--- src/rtl/pcseq_pkg.sv ---
package pcseq_pkg;

  typedef enum logic [2:0] {
    OP_SEQ  = 3'd0,
    OP_JMP  = 3'd1,
    OP_CALL = 3'd2,
    OP_RET  = 3'd3,
    OP_PCLW = 3'd4
  } flow_op_e;

  // unused codes fall back to a plain sequential step
  function automatic flow_op_e decode_op(input logic [2:0] raw);
    case (raw)
      3'd1:    return OP_JMP;
      3'd2:    return OP_CALL;
      3'd3:    return OP_RET;
      3'd4:    return OP_PCLW;
      default: return OP_SEQ;
    endcase
  endfunction

endpackage

--- src/rtl/pcseq_stack.sv ---
module pcseq_stack #(
  parameter int W     = 10,
  parameter int DEPTH = 2
) (
  input  logic         clk,
  input  logic         rst_n,
  input  logic         push,
  input  logic         pop,
  input  logic [W-1:0] push_val,
  output logic [W-1:0] top_o
);

  logic [W-1:0] lvl [DEPTH];

  for (genvar i = 0; i < DEPTH; i++) begin : g_lvl
    logic [W-1:0] from_above;
    logic [W-1:0] from_below;

    if (i == 0) begin : g_first
      assign from_above = push_val;
    end else begin : g_rest
      assign from_above = lvl[i-1];
    end

    // the deepest level keeps its value on a pop
    if (i == DEPTH - 1) begin : g_last
      assign from_below = lvl[i];
    end else begin : g_inner
      assign from_below = lvl[i+1];
    end

    always_ff @(posedge clk) begin
      if (!rst_n)    lvl[i] <= '0;
      else if (push) lvl[i] <= from_above;
      else if (pop)  lvl[i] <= from_below;
    end
  end

  assign top_o = lvl[0];

endmodule

--- src/rtl/pcseq_next.sv ---
module pcseq_next
  import pcseq_pkg::*;
#(
  parameter int LOW_W = 8,
  localparam int PC_W = LOW_W + 2
) (
  input  flow_op_e          op,
  input  logic [PC_W-1:0]   pc_q,
  input  logic              page,
  input  logic [LOW_W:0]    addr_field,
  input  logic [LOW_W-1:0]  data,
  input  logic [PC_W-1:0]   stack_top,
  output logic [PC_W-1:0]   nxt,
  output logic              redirect
);

  always_comb begin
    redirect = 1'b1;
    case (op)
      OP_JMP:  nxt = {page, addr_field};
      OP_CALL: nxt = {page, 1'b0, addr_field[LOW_W-1:0]};
      OP_PCLW: nxt = {page, 1'b0, data};
      OP_RET:  nxt = stack_top;
      default: begin
        nxt      = pc_q + 1'b1;
        redirect = 1'b0;
      end
    endcase
  end

endmodule

--- src/rtl/pcseq_top.sv ---
module pcseq_top
  import pcseq_pkg::*;
#(
  parameter int LOW_W = 8,
  parameter int DEPTH = 2,
  localparam int PC_W = LOW_W + 2
) (
  input  logic             clk,
  input  logic             rst_n,
  input  logic [2:0]       op_i,
  input  logic [LOW_W:0]   addr_i,
  input  logic [LOW_W-1:0] data_i,
  input  logic             page_i,
  output logic [PC_W-1:0]  fetch_addr_o,
  output logic             flush_o,
  output logic [LOW_W-1:0] pcl_o
);

  logic [PC_W-1:0] pc_q;
  logic [PC_W-1:0] pc_nxt;
  logic [PC_W-1:0] stack_top;
  logic            flush_q;
  logic            redirect;
  flow_op_e        eff_op;

  // the slot after a change of flow holds a stale word: execute nothing
  assign eff_op = flush_q ? OP_SEQ : decode_op(op_i);

  pcseq_next #(.LOW_W(LOW_W)) u_next (
    .op         (eff_op),
    .pc_q       (pc_q),
    .page       (page_i),
    .addr_field (addr_i),
    .data       (data_i),
    .stack_top  (stack_top),
    .nxt        (pc_nxt),
    .redirect   (redirect)
  );

  // pc_q already points one past the executing call
  pcseq_stack #(.W(PC_W), .DEPTH(DEPTH)) u_stack (
    .clk      (clk),
    .rst_n    (rst_n),
    .push     (eff_op == OP_CALL),
    .pop      (eff_op == OP_RET),
    .push_val (pc_q),
    .top_o    (stack_top)
  );

  always_ff @(posedge clk) begin
    if (!rst_n) begin
      pc_q    <= '1;
      flush_q <= 1'b0;
    end else begin
      pc_q    <= pc_nxt;
      flush_q <= redirect;
    end
  end

  assign fetch_addr_o = pc_q;
  assign flush_o      = flush_q;
  assign pcl_o        = pc_q[LOW_W-1:0];

endmodule

--- config.mk ---
export PLATFORM = sky130hd
export DESIGN_NAME = pcseq_top
export DESIGN_NICKNAME = d
export VERILOG_FILES = /design/src/rtl/pcseq_pkg.sv /design/src/rtl/pcseq_stack.sv /design/src/rtl/pcseq_next.sv /design/src/rtl/pcseq_top.sv
export SDC_FILE = /design/constraint.sdc
export NUM_CORES = 1
export LEC_CHECK = 0
export BUFFER_PORTS_ARGS = -buffer_cell sky130_fd_sc_hd__buf_2
export CAP_MARGIN = 20
export CORE_UTILIZATION = 25
export CTS_BUF_LIST = sky130_fd_sc_hd__clkbuf_8
export DETAILED_ROUTE_END_ITERATION = 8
export GPL_ROUTABILITY_DRIVEN = 0
export PLACE_DENSITY_LB_ADDON = 0.25
export SYNTH_ARGS = -nofsm -noshare
export SYNTH_HDL_FRONTEND = slang
export SYNTH_SLANG_ARGS = --single-unit
--- constraint.sdc ---
create_clock -name clk -period 5.8 [get_ports clk]
set_input_delay 0.29 -clock clk [delete_from_list [all_inputs] [get_ports clk]]
set_output_delay 0.29 -clock clk [all_outputs]
set_load 0.005 [all_outputs]
==> key figures <==
Yosys
  – Cell count after synthesis: 141
  – Synth area leaders: edfxtp_1, dfxtp_1, mux2i_1
  – Syn Area/Cell: 11.3 µm²
  – Area fraction of the dominant cell type after synthesis: 0.377
  – Post-synthesis sequential area ratio: 0.515
  – Asr flop ratio synth: 0
  – Number of synthesized flops with an enable pin: 20
  – Post-Syn Area: 1590 µm²
  – Ys Warns: 0
  – Syn Nets: 165
  – Flops & latches, synth: 31
  – Unique masters post-synth: 37
  – Synth area leader: edfxtp_1
  – Top cells by count, synth: edfxtp_1, nor2_1, nand2_1
  – Top FF cell, synth: edfxtp_1
  – Count leader, synth: edfxtp_1

Cells and area
  – Area added between synthesis and finish: 18.0%
  – Share of cells above drive strength 1: 0.299
  – NumNets Final: 200
  – Fill cells: 645
  – Diode count: 0

Global route
  – Total track usage: 0.133
  – Initial antenna violation count: 0
  – Grt ovf: 0
  – First-pass GRT wire length: 6.24 mm
  – Vias in the first global route: 1159
  – Largest net degree at the start of global routing: 17

Route
  – Post-Route WL: 4.05 mm
  – Highest metal used: met4
  – WL/cell: 16.1 µm
  – Via Count: 1204
  – Routed Antenna Nets: 0
  – DR WL met2: 1.95 mm
  – DRT iter0 DRCs: 60
  – Drt drc: 0
  – WL met1: 1.87 mm
  – Pre-antenna DRT Iters: 4
  – WL met3: 196 µm
  – Vias per cell: 4.78

Status
  – Status: complete, no violations

Critical path
  – CP top delay family: compound AO/OA/AOI/OAI gates
  – Startpoint Class: flop
  – Critical Path Max Stage Delay: 0.70 ns
  – Worst-path cell with the longest stage delay: o21ai_0
  – Largest fanout on the critical path: 6
  – Crit path DAT: 2.08 ns
  – Crit path launch: flush_o
  – Crit Path Class: flop to flop
  – Worst setup EP type: flop
  – R2r startpoint: flush_o
  – Buf+Inv Stages, Crit Path: 1
  – Critical path cell sequence: nor2_1 -> nand2_1 -> o21ai_0 -> buf_4
  – CP required: 5.80 ns

Power and ir drop
  – Worst VDD drop: 0.139 mV
  – PwrDens: 300 nW/µm²
  – Leak: 0.766 nW

CTS
  – Post-CTS sizing: 0
  – CTS tree: done
  – H-Tree Depth: 2
  – Num CTS Buffers: 5
  – Postcts setup bufs: 0
  – CTS max path bufs: 2
  – Worst-Skew Late Latency: 0.28 ns
  – Post-CTS Hold Fix Bufs: 0
  – Clk slew on worst S/H paths: 0.07 ns
  – CTS sink cnt: 31
  – Root buffer cell: clkbuf_8

STA
  – Fmax: 0.479 GHz
  – Final hold violations: 0
  – Setup violations, final: 0
  – Tightest Pin Transition: 0.864 ns
  – Fin Hold WS: 0.230 ns
  – Slew Limit Fails: 0
  – Max_slew headroom: 0.418
  – Tmin final: 2.09 ns
  – RSZ-0062 raised after global routing: false
  – Layout Skew: 0.00663 ns
  – Final critical-path share of the clock period: 0.360
  – Post-Route Setup TNS: 0 ns

Floorplanning
  – Die Wd: 81.8 µm
  – Site Rows: 28
  – IO Pins: 42
  – Die H: 81.8 µm
  – Initial core utilization: 0.264
  – Die area: 6690 µm²
  – Core Area: 6030 µm²

Worst hold path
  – Hold Crit Start: data_i[4]
  – Hold Path Class: primary input to flop

Place
  – Hpwl dp: 2.88 mm
  – Number of port buffers: 41

Flow run
  – Number of max-cap violations: 0
layout by cell type (no fill, tap or decap), types with 2 or more instances in the layout:
cell type  count
buf_2         41
a221oi_1       6
dfxtp_1       11
nand2_1       14
xor2_1         4
mux2i_1       11
and2_1        10
o211ai_1       5
xnor2_1        4
o21ai_0        2
a31oi_1        2
nor2_1        15
edfxtp_1      20
a22oi_1        3
nand3_1        2
clkinv_1       2
clkbuf_8       6
path summary, 6_finish.rpt:
path	endpoint	slack [ns]	cells after the start
setup / recovery	u_stack.lvl[1][5]	3.71	4
hold / removal	fetch_addr_o[4]	0.23	3
setup reg to reg	u_stack.lvl[1][5]	3.71	4
hold reg to reg	fetch_addr_o[7]	0.49	2
cell type report:
cell class                 instances  area [µm²]  area share
multi-input combinational         95         654       0.348
timing repair buffer              42         213       0.113
inverter                           1        3.75     0.00200
clock inverter                     2        11.3     0.00599
tap                               75        93.8      0.0499
sequential                        31         821       0.437
clock buffer                       6        82.6      0.0439
worst reg2reg max path: cells and delay by family, from the launching register on:
kind | cells | cell delay, ns
AOI/OAI and AO/OA | 1 | 0.70
buffers and inverters | 1 | 0.28
DFF | 1 | 0.38
and+or+nand+nor | 2 | 0.44
kinds of logic (layout without fill, tap and decap cells):
logic type	count (synthesis)	count (layout)	share of synthesized area
fa+ha+maj	1	1	0.00785
xor+xnor	8	8	0.0440
simple gates	49	49	0.163
flops	31	31	0.515
compound gates	26	26	0.126
mux	11	11	0.0691
buf+inv	15	51	0.0738
stage by stage:
stage	util	std cells	instance area [µm²]	total power, mW	worst slack (ns)
finish	0.312	252	1880	0.563	3.71
global route	0.312	252	1880	0.593	3.47
CTS	0.312	252	1880	0.567	3.70
detailed placement	0.296	244	1790	0.393	3.71
global placement	0.296	244	1790	0.395	3.69
floorplan	-	141	1590	0.356	3.90
routing by layer:
layer,vias up,track usage
li1,578,-
met4,0,0.0561
met2,38,0.207
met3,4,0.0389
met1,584,0.170
met5,-,0
where the power goes:
part / switching (mW) / internal [mW] / total [mW] / leakage [nW]
clock: 0.0801 / 0.0946 / 0.175 / 0.0449
sequential: 0.0234 / 0.257 / 0.280 / 0.302
combinational: 0.0576 / 0.0505 / 0.108 / 0.419
state kept, by name, indices dropped and copies added, names as in the netlist:
name          cells
u_stack.lvl      20
fetch_addr_o     10
flush_o           1
(Power assumes the default switching activity.)
